### src/rtl/tpp_pkg.sv
package tpp_pkg;

    localparam int DATA_W  = 8;
    localparam int NREG    = 8;
    localparam int INSTR_W = 16;
    localparam int OPC_W   = 5;
    localparam int RIDX_W  = $clog2(NREG);
    localparam int PC_W    = DATA_W;
    localparam int PAT_REG = NREG - 1;

    localparam int OPC_LSB = INSTR_W - OPC_W;
    localparam int RD_LSB  = OPC_LSB - RIDX_W;
    localparam int RR_LSB  = DATA_W - RIDX_W;

    localparam logic [OPC_W-1:0] OPC_NOP  = 5'd0;
    localparam logic [OPC_W-1:0] OPC_LDM  = 5'd1;
    localparam logic [OPC_W-1:0] OPC_LDI  = 5'd2;
    localparam logic [OPC_W-1:0] OPC_MOV  = 5'd3;
    localparam logic [OPC_W-1:0] OPC_ADD  = 5'd4;
    localparam logic [OPC_W-1:0] OPC_ADDI = 5'd5;
    localparam logic [OPC_W-1:0] OPC_ADC  = 5'd6;
    localparam logic [OPC_W-1:0] OPC_ADCI = 5'd7;
    localparam logic [OPC_W-1:0] OPC_AND  = 5'd8;
    localparam logic [OPC_W-1:0] OPC_ANDI = 5'd9;
    localparam logic [OPC_W-1:0] OPC_OR   = 5'd10;
    localparam logic [OPC_W-1:0] OPC_ORI  = 5'd11;
    localparam logic [OPC_W-1:0] OPC_XOR  = 5'd12;
    localparam logic [OPC_W-1:0] OPC_INV  = 5'd13;
    localparam logic [OPC_W-1:0] OPC_ROL  = 5'd14;
    localparam logic [OPC_W-1:0] OPC_CMPI = 5'd15;
    localparam logic [OPC_W-1:0] OPC_BNE  = 5'd16;

    typedef enum logic [2:0] {
        ALU_PASS,
        ALU_ADD,
        ALU_AND,
        ALU_OR,
        ALU_XOR,
        ALU_INV,
        ALU_ROL
    } alu_fn_e;

    typedef enum logic [1:0] {
        SRC_REG,
        SRC_IMM,
        SRC_MEM
    } src_sel_e;

    typedef struct packed {
        logic [OPC_W-1:0]  opc;
        logic [RIDX_W-1:0] rd;
        logic [RIDX_W-1:0] rr;
        logic [DATA_W-1:0] imm;
        logic              wr_en;
        src_sel_e          src;
        alu_fn_e           fn;
        logic              use_cy;
        logic              upd_cy;
        logic              is_cmp;
        logic              is_bne;
    } dec_t;

    function automatic logic [OPC_W-1:0] opc_of(input logic [INSTR_W-1:0] w);
        return w[OPC_LSB +: OPC_W];
    endfunction

    function automatic logic [RIDX_W-1:0] rd_of(input logic [INSTR_W-1:0] w);
        return w[RD_LSB +: RIDX_W];
    endfunction

    function automatic logic [RIDX_W-1:0] rr_of(input logic [INSTR_W-1:0] w);
        return w[RR_LSB +: RIDX_W];
    endfunction

endpackage

### src/rtl/tpp_decode.sv
module tpp_decode
    import tpp_pkg::*;
(
    input  logic [INSTR_W-1:0] instr,
    output dec_t               dec
);

    always_comb begin
        dec        = '0;
        dec.opc    = opc_of(instr);
        dec.rd     = rd_of(instr);
        dec.rr     = rr_of(instr);
        dec.imm    = instr[DATA_W-1:0];
        dec.src    = SRC_REG;
        dec.fn     = ALU_PASS;
        unique case (dec.opc)
            OPC_LDM:  begin dec.wr_en = 1'b1; dec.src = SRC_MEM; end
            OPC_LDI:  begin dec.wr_en = 1'b1; dec.src = SRC_IMM; end
            OPC_MOV:  begin dec.wr_en = 1'b1; end
            OPC_ADD:  begin dec.wr_en = 1'b1; dec.fn = ALU_ADD; dec.upd_cy = 1'b1; end
            OPC_ADDI: begin dec.wr_en = 1'b1; dec.fn = ALU_ADD; dec.upd_cy = 1'b1;
                            dec.src = SRC_IMM; end
            OPC_ADC:  begin dec.wr_en = 1'b1; dec.fn = ALU_ADD; dec.upd_cy = 1'b1;
                            dec.use_cy = 1'b1; end
            OPC_ADCI: begin dec.wr_en = 1'b1; dec.fn = ALU_ADD; dec.upd_cy = 1'b1;
                            dec.use_cy = 1'b1; dec.src = SRC_IMM; end
            OPC_AND:  begin dec.wr_en = 1'b1; dec.fn = ALU_AND; end
            OPC_ANDI: begin dec.wr_en = 1'b1; dec.fn = ALU_AND; dec.src = SRC_IMM; end
            OPC_OR:   begin dec.wr_en = 1'b1; dec.fn = ALU_OR; end
            OPC_ORI:  begin dec.wr_en = 1'b1; dec.fn = ALU_OR; dec.src = SRC_IMM; end
            OPC_XOR:  begin dec.wr_en = 1'b1; dec.fn = ALU_XOR; end
            OPC_INV:  begin dec.wr_en = 1'b1; dec.fn = ALU_INV; end
            OPC_ROL:  begin dec.wr_en = 1'b1; dec.fn = ALU_ROL; end
            OPC_CMPI: begin dec.is_cmp = 1'b1; dec.src = SRC_IMM; end
            OPC_BNE:  begin dec.is_bne = 1'b1; end
            default:  begin end
        endcase
    end

endmodule

### src/rtl/tpp_regfile.sv
module tpp_regfile #(
    parameter int N = 8,
    parameter int W = 8,
    localparam int AW = $clog2(N)
) (
    input  logic          clk,
    input  logic          rst,
    input  logic          we,
    input  logic [AW-1:0] waddr,
    input  logic [W-1:0]  wdata,
    input  logic [AW-1:0] raddr_a,
    input  logic [AW-1:0] raddr_b,
    output logic [W-1:0]  rdata_a,
    output logic [W-1:0]  rdata_b
);

    logic [N-1:0][W-1:0] regs_q;

    always_ff @(posedge clk) begin
        for (int i = 0; i < N; i++) begin
            if (rst) begin
                regs_q[i] <= '0;
            end else if (we && waddr == AW'(i)) begin
                regs_q[i] <= wdata;
            end
        end
    end

    assign rdata_a = regs_q[raddr_a];
    assign rdata_b = regs_q[raddr_b];

endmodule

### src/rtl/tpp_alu.sv
module tpp_alu
    import tpp_pkg::*;
#(
    parameter int W = 8
) (
    input  alu_fn_e      fn,
    input  logic [W-1:0] a,
    input  logic [W-1:0] b,
    input  logic         cin,
    output logic [W-1:0] res,
    output logic         cout
);

    logic [W:0] sum;

    assign sum = {1'b0, a} + {1'b0, b} + (W+1)'(cin);

    always_comb begin
        res  = b;
        cout = 1'b0;
        unique case (fn)
            ALU_PASS: res = b;
            ALU_ADD:  begin res = sum[W-1:0]; cout = sum[W]; end
            ALU_AND:  res = a & b;
            ALU_OR:   res = a | b;
            ALU_XOR:  res = a ^ b;
            ALU_INV:  res = ~a;
            ALU_ROL:  res = {a[W-2:0], a[W-1]};
            default:  res = b;
        endcase
    end

endmodule

### src/rtl/tpp_core.sv
module tpp_core
    import tpp_pkg::*;
(
    input  logic               clk,
    input  logic               rst,
    output logic [PC_W-1:0]    imem_addr,
    input  logic [INSTR_W-1:0] imem_data,
    output logic [DATA_W-1:0]  dmem_addr,
    input  logic [DATA_W-1:0]  dmem_data,
    output logic [DATA_W-1:0]  pat_data,
    output logic               pat_valid
);

    dec_t              dec;
    logic [PC_W-1:0]   pc_q;
    logic              cy_q;
    logic              eq_q;
    logic [DATA_W-1:0] rd_val;
    logic [DATA_W-1:0] rr_val;
    logic [DATA_W-1:0] opnd_b;
    logic [DATA_W-1:0] wr_data;
    logic              alu_cout;
    logic              wr_en;
    logic [RIDX_W-1:0] wr_idx;
    logic              take_br;

    tpp_decode u_dec (
        .instr (imem_data),
        .dec   (dec)
    );

    tpp_regfile #(.N(NREG), .W(DATA_W)) u_rf (
        .clk     (clk),
        .rst     (rst),
        .we      (wr_en),
        .waddr   (wr_idx),
        .wdata   (wr_data),
        .raddr_a (dec.rd),
        .raddr_b (dec.rr),
        .rdata_a (rd_val),
        .rdata_b (rr_val)
    );

    always_comb begin
        unique case (dec.src)
            SRC_IMM: opnd_b = dec.imm;
            SRC_MEM: opnd_b = dmem_data;
            default: opnd_b = rr_val;
        endcase
    end

    tpp_alu #(.W(DATA_W)) u_alu (
        .fn   (dec.fn),
        .a    (rd_val),
        .b    (opnd_b),
        .cin  (dec.use_cy & cy_q),
        .res  (wr_data),
        .cout (alu_cout)
    );

    assign wr_en     = dec.wr_en;
    assign wr_idx    = dec.rd;
    assign take_br   = dec.is_bne & ~eq_q;
    assign imem_addr = pc_q;
    assign dmem_addr = dec.imm;

    always_ff @(posedge clk) begin
        if (rst) begin
            pc_q <= '0;
            cy_q <= 1'b0;
            eq_q <= 1'b0;
        end else begin
            pc_q <= take_br ? PC_W'(dec.imm) : pc_q + PC_W'(1);
            if (dec.upd_cy) cy_q <= alu_cout;
            if (dec.is_cmp) eq_q <= (rd_val == dec.imm);
        end
    end

    always_ff @(posedge clk) begin
        if (rst) begin
            pat_data  <= '0;
            pat_valid <= 1'b0;
        end else begin
            pat_valid <= wr_en && (wr_idx == RIDX_W'(PAT_REG));
            if (wr_en && (wr_idx == RIDX_W'(PAT_REG))) pat_data <= wr_data;
        end
    end

endmodule

### config.mk
export PLATFORM = sky130hd
export DESIGN_NAME = tpp_core
export DESIGN_NICKNAME = d
export VERILOG_FILES = /design/src/rtl/tpp_pkg.sv /design/src/rtl/tpp_decode.sv /design/src/rtl/tpp_regfile.sv /design/src/rtl/tpp_alu.sv /design/src/rtl/tpp_core.sv
export SDC_FILE = /design/constraint.sdc
export NUM_CORES = 1
export LEC_CHECK = 0
export BUFFER_PORTS_ARGS = -buffer_cell sky130_fd_sc_hd__clkbuf_2
export CAP_MARGIN = 20
export CORE_AREA = 8 8 108 110
export CTS_CLUSTER_DIAMETER = 30
export DETAILED_ROUTE_END_ITERATION = 12
export DIE_AREA = 0 0 116 118
export GPL_ROUTABILITY_DRIVEN = 0
export PLACE_DENSITY_LB_ADDON = 0.08
export RECOVER_POWER = 100
export SKIP_LAST_GASP = 1
export SLEW_MARGIN = 0
export SYNTH_ARGS = -nofsm -noshare
export SYNTH_HDL_FRONTEND = slang
export SYNTH_HIERARCHICAL = 1
export SYNTH_SLANG_ARGS = --single-unit
### constraint.sdc
create_clock -name clk -period 7.1 [get_ports clk]
set_input_delay 0.71 -clock clk [delete_from_list [all_inputs] [get_ports clk]]
set_output_delay 0.71 -clock clk [all_outputs]
set_load 0.02 [all_outputs]
-- Yosys cells after proc, flatten, opt, wreduce, memory -nomap -nowiden
Index checks and enable logic that the tools add are counted.
- register bits: 75
- input bits: 26
- output and inout port bits: 25
- word-level logic and storage cells: 86
- add/sub/neg operators: 3
- $lt $le $gt $ge: 2
- equal/unequal tests: 32
- muxes and demuxes: 15
- bitwise gates (word level): 7
- reductions and logical operators: 15
- operator list (kind ; number):
    binary-select mux 8 bit (select 3 bit) ; 2
    one-hot mux 8 bit (6 select lines) ; 1
    == test 5 x 4 -> 1 bit, second input constant ; 8
    2-to-1 mux 8 bit ; 3
    == test 3 bit, second input constant ; 7
    == test 5 x 3 -> 1 bit, second input constant ; 4
    one-hot mux 3 bit (6 select lines) ; 1
    one-hot mux 8 bit (2 select lines) ; 1
    OR reduction 14 bit ; 1
    == test 3 x 2 -> 1 bit, second input constant ; 4
    == test 5 x 2 -> 1 bit, second input constant ; 2
    adder 8 x 8 -> 9 bit ; 1
    adder 9 x 1 -> 9 bit ; 1
    adder 8 x 1 -> 8 bit, second input constant ; 1
    bitwise AND 8 bit ; 1
    == test 8 bit ; 1
    logical AND 1 bit ; 8
    less-than comparator 3 x 4 -> 1 bit, second input constant ; 2
    NOT 8 bit ; 1
    bitwise OR 8 bit ; 1
    XOR 8 bit ; 1
    == test 3 x 1 -> 1 bit, second input constant ; 2
    2-to-1 mux 1 bit ; 6
    OR reduction 2 bit ; 3
    other kinds (10) ; 11

-- Depth between registers and ports, before layout
- depth in word-level cells: 8
- mapped depth: 20
- mapped depth without buffers: 17

-- Cells and area by module
The synthesis kept the hierarchy.
- by module, submodules not included (module ; times used ; cells each ; area each (sq um) ; sequential area each (sq um)):
    tpp_regfile ; 1 ; 330 ; 3442.1 ; 1281.2
    tpp_alu ; 1 ; 150 ; 1028.5 ; 0.0
    tpp_core ; 1 ; 132 ; 1021.0 ; 380.4
    tpp_decode ; 1 ; 47 ; 326.6 ; 0.0

-- Worst setup path before layout
OpenSTA, ideal clock, no wires.
- path type: input port to flip-flop
- start point: in imem_data[13]
- end point: reg u_rf/regs_q[10] in the netlist's numbering
- library setup time: 0.128 ns
- arrival: 4.148 ns
- required time: 6.972 ns
- path slack: 2.825 ns
- stages on the path: 18
- buffers on the path: 3
- path through: buf_4 nor4b_2 a31oi_1 a21oi_1 inv_1 ha_1 clkbuf_1 nand2_1 o21ai_0 fa_1 inv_1 fa_1 xnor2_1 mux4_1 mux2_2 clkbuf_1 mux2i_1 nor2_1
- RTL lines (item ; RTL line ; RTL):
    start, declared ; tpp_core.sv:7 ; input logic [INSTR_W-1:0] imem_data,
    end signal, assigned by index ; tpp_regfile.sv:24 ; regs_q[i] <= wdata;
    end, declared ; tpp_regfile.sv:17 ; logic [N-1:0][W-1:0] regs_q;

-- Worst setup path after layout
- start point: in imem_data[10]
- end point: reg u_rf/regs_q[63] in the netlist's numbering
- word-level cells in the longest chain between the ends: 5
- elaborated cells on any way between the ends: 11
- classes of those cells: add/sub (2); eq/ne (1); mux (3); bitwise (4); reduce/logical (1)
- RTL lines (item ; RTL line ; RTL):
    binary-select mux 8 bit (select 3 bit) ; tpp_regfile.sv:29 ; assign rdata_a = regs_q[raddr_a];
    2-to-1 mux 8 bit (implied by the code) ; tpp_regfile.sv:29 ;
    via rd_val[0] ; tpp_core.sv:18 ; logic [DATA_W-1:0] rd_val;
    adder 8 x 8 -> 9 bit ; tpp_alu.sv:16 ; assign sum = {1'b0, a} + {1'b0, b} + (W+1)'(cin);
    adder 9 x 1 -> 9 bit ; tpp_alu.sv:16 ;
    one-hot mux 8 bit (6 select lines) ; tpp_alu.sv:21 ; unique case (fn)
    via wr_data[7] ; tpp_core.sv:21 ; logic [DATA_W-1:0] wr_data;
The timed path passes the listed nets, and every way through them passes these cells. The select of a mux whose other input is x is not followed.
A chain may end at the register's enable or synchronous reset.

==> results.md <==
- FF-to-FF setup slack: ~3300 ps
- Fillcell total: between 900 and 1000
- Pre-CTS worst setup slack: ~2000 ps
- Clock sinks: 83
- CTS tree: yes
- Antenna violations before repair: 0
- Post-synth net total: 701
- Number of cell rows: 37
- Required arrival time at the worst endpoint: ~7400 ps
- # H-tree levels: 3
- Final clock skew: around 12 ps
- GR Util All Layers: between 20% and 30%
- Violations in the final reports: capacitance limit, slew limit
- Die ar.: approximately 14000 um^2
- Max-slew headroom: -18.4%
- Min-Delay Startpoint: eq_q
- Data arrival, critical path: 5420 ps
- I/O pin cnt: 51
- Startpoint type of the worst setup path: input port
- Biggest fanout along the worst timing path: 31
- Max-cap check violation count: 1
- Number of remaining DRC errors: 0
- Final-report hold violation count: 0
- Number of setup buffers added after CTS: 0
- Startpoint of the lowest-slack register-to-register path: u_rf/regs_q[24]
- Pin count of the biggest net entering global routing: 85
- Multi-input combinational cell area: roughly 3700 um^2
- Resized Gates After CTS: 0
- Final setup viols: 0
- Layout cell share with drive strength beyond 1: a little under an eighth
- Cell count after synthesis: around 650
- Hold Crit Depth: 2
- IR drop worst, VDD: between 0.00015 and 0.0002 V
- Post-detailed-placement half-perimeter wirelength: roughly 11000 um
- Number of nets in the layout: 699
- Skew-Pair Late Insertion Delay: 380 ps
- Pwr dens: around 160 nW/um^2
- Count of antenna diodes in the layout: 0
- Mapped Area: roughly 5800 um^2
- Router iterations before antenna repair: 5
- Type of the worst setup path: in -> reg
- Crit Reg-Reg Endpoint: u_rf/regs_q[63]
- Setup repair after global routing missed its margin: false
- Deepest clock path buffer count: 2
- Final count of pins violating max slew: 32
- Vertical die dimension: between 100 and 150 um
- Period minus WS final: just over 5000 ps
- Total wire length after detailed routing: ~16000 um
- Final Cycle Share: between 70% and 80%
- Count of vias placed by the detailed router: about 4900
- Number of nets still failing antenna checks after routing: 0
- Warning count from the yosys run: 6
- Maximum clock frequency: roughly 0.20 GHz
- Violation count after the first detailed-routing iteration: approximately 480
- Number of buffers added by the clock tree synthesis step: 9
- Cell at the root of the clock tree: sky130_fd_sc_hd__clkbuf_8
- Final critical-path setup slack: between 1500 and 2000 ps
- Wire length of the first global-routing pass: 25200 um
- Endpoint kind of the worst setup timing path: flip-flop
- Area of all sequential standard cells: 1660 um^2
- Via count of the first global-routing pass: ~4600
- End point of the worst hold path: eq_q
- Initial standard-cell utilization of the core: a little under 60%
- Port Buf Inserts: 50
- Leakage power total: about 0.0022 uW
- Mean cell area of the mapped netlist: 8.84 um^2
- Result of the run: complete, but fails checks
- Routed wire length per instance: about 20 um
- Setup TNS: 0 ps
- Hold buffer count at cts: 0
- Detail-routed via count per cell: between 6 and 7
- Register-to-Register Path Depth: 12
- Power Total: around 950 uW
- Path type of the worst min-delay path: reg -> reg
- Placeable core area: 10000 um^2
- Slew of the pin with the lowest slew margin: 1780 ps
- Clock transition at path regs: around 80 ps
- Chip Width: about 120 um
- Area growth from synthesis to layout: 4.61%
- GRT overflow: 0
==> state kept, by name (all words and copies together) (netlist names) <==
register     flops
eq_q             1
u_rf/regs_q     64
pat_valid        1
imem_addr        8
cy_q             1
pat_data         8
==> stage by stage <==
| stage | area, um^2 | hold WS, ps | utilization (%) | cells |
|---|---|---|---|---|
| 6_report | 6050 | 449 | 60.5 | 793 |
| 5_1_grt | 6050 | 474 | 60.5 | 793 |
| 4_1_cts | 6090 | 454 | 60.9 | 792 |
| 3_5_place_dp | 5910 | 437 | 59.1 | 776 |
| 3_3_place_gp | 5910 | 435 | 59.1 | 776 |
| 2_1_floorplan | 5780 | 416 | - | 654 |
==> layout by cell type, fill, tap and decap left out, types with 4 or more instances in the layout <==
| master | n |
|---|---|
| sky130_fd_sc_hd__nand2_1 | 121 |
| sky130_fd_sc_hd__dfxtp_1 | 83 |
| sky130_fd_sc_hd__a21oi_1 | 65 |
| sky130_fd_sc_hd__nor2_1 | 49 |
| sky130_fd_sc_hd__clkbuf_1 | 32 |
| sky130_fd_sc_hd__mux4_1 | 30 |
| sky130_fd_sc_hd__o21ai_0 | 28 |
| sky130_fd_sc_hd__mux2i_1 | 27 |
| sky130_fd_sc_hd__inv_1 | 26 |
| sky130_fd_sc_hd__clkbuf_2 | 23 |
| sky130_fd_sc_hd__ha_1 | 19 |
| sky130_fd_sc_hd__mux2_2 | 15 |
| sky130_fd_sc_hd__xnor2_1 | 11 |
| sky130_fd_sc_hd__clkbuf_8 | 11 |
| sky130_fd_sc_hd__a22oi_1 | 9 |
| sky130_fd_sc_hd__a211oi_1 | 9 |
| sky130_fd_sc_hd__nand3_1 | 8 |
| sky130_fd_sc_hd__nand2b_1 | 7 |
| sky130_fd_sc_hd__mux4_2 | 7 |
| sky130_fd_sc_hd__xor2_1 | 5 |
| sky130_fd_sc_hd__buf_4 | 5 |
| sky130_fd_sc_hd__nand4_1 | 4 |
| sky130_fd_sc_hd__or3_1 | 4 |
| sky130_fd_sc_hd__o22ai_1 | 4 |
==> area by class of cell <==
class | instances | area share (%)
multi-input cells | 474 | 60.7
flip-flops and latches | 83 | 27.5
repair buffers | 58 | 4.39
well taps | 136 | 2.81
clock buffers | 13 | 2.63
inverters | 26 | 1.61
clock inverters | 3 | 0.372
==> worst max path at each step <==
stage                      endpoint          start  depth (start not counted)
floorplan           u_rf/regs_q[10]  imem_data[13]                         18
global placement    u_rf/regs_q[38]   imem_data[7]                         14
detailed placement  u_rf/regs_q[38]  imem_data[14]                         17
CTS                 u_rf/regs_q[38]  imem_data[14]                         17
global route        u_rf/regs_q[14]  imem_data[10]                         14
finish              u_rf/regs_q[63]  imem_data[10]                         11
==> where the power goes <==
group          leakage, uW  total (uW)  switching (uW)  internal [uW]
Clock            0.0000819         323             176            146
Sequential        0.000670         477            5.35            472
Combinational      0.00148         153             100           52.8
==> metal layers <==
| metal | vias up | GRT usage (%) | wire length [um] | part of all wire (%) |
|---|---|---|---|---|
| met4 | 0 | 13.1 | 669 | 4.2 |
| met1 | 2351 | 29.6 | 6770 | 43 |
| met5 | - | 0 | 0 | 0 |
| met2 | 169 | 37.8 | 7610 | 48 |
| li1 | 2322 | - | - | - |
| met3 | 51 | 4.57 | 829 | 5.2 |
==> critical path, cell delays in order <==
cell	delay, ps
sky130_fd_sc_hd__clkbuf_1	1250
sky130_fd_sc_hd__mux4_1	680
sky130_fd_sc_hd__mux2_1	410
sky130_fd_sc_hd__fa_1	500
sky130_fd_sc_hd__a211oi_1	270
sky130_fd_sc_hd__o21bai_1	150
sky130_fd_sc_hd__o22ai_1	170
sky130_fd_sc_hd__xor2_1	100
sky130_fd_sc_hd__o22ai_1	820
sky130_fd_sc_hd__nand2_1	150
sky130_fd_sc_hd__a21oi_1	180
Note: power is estimated with default switching activity, not from simulation.
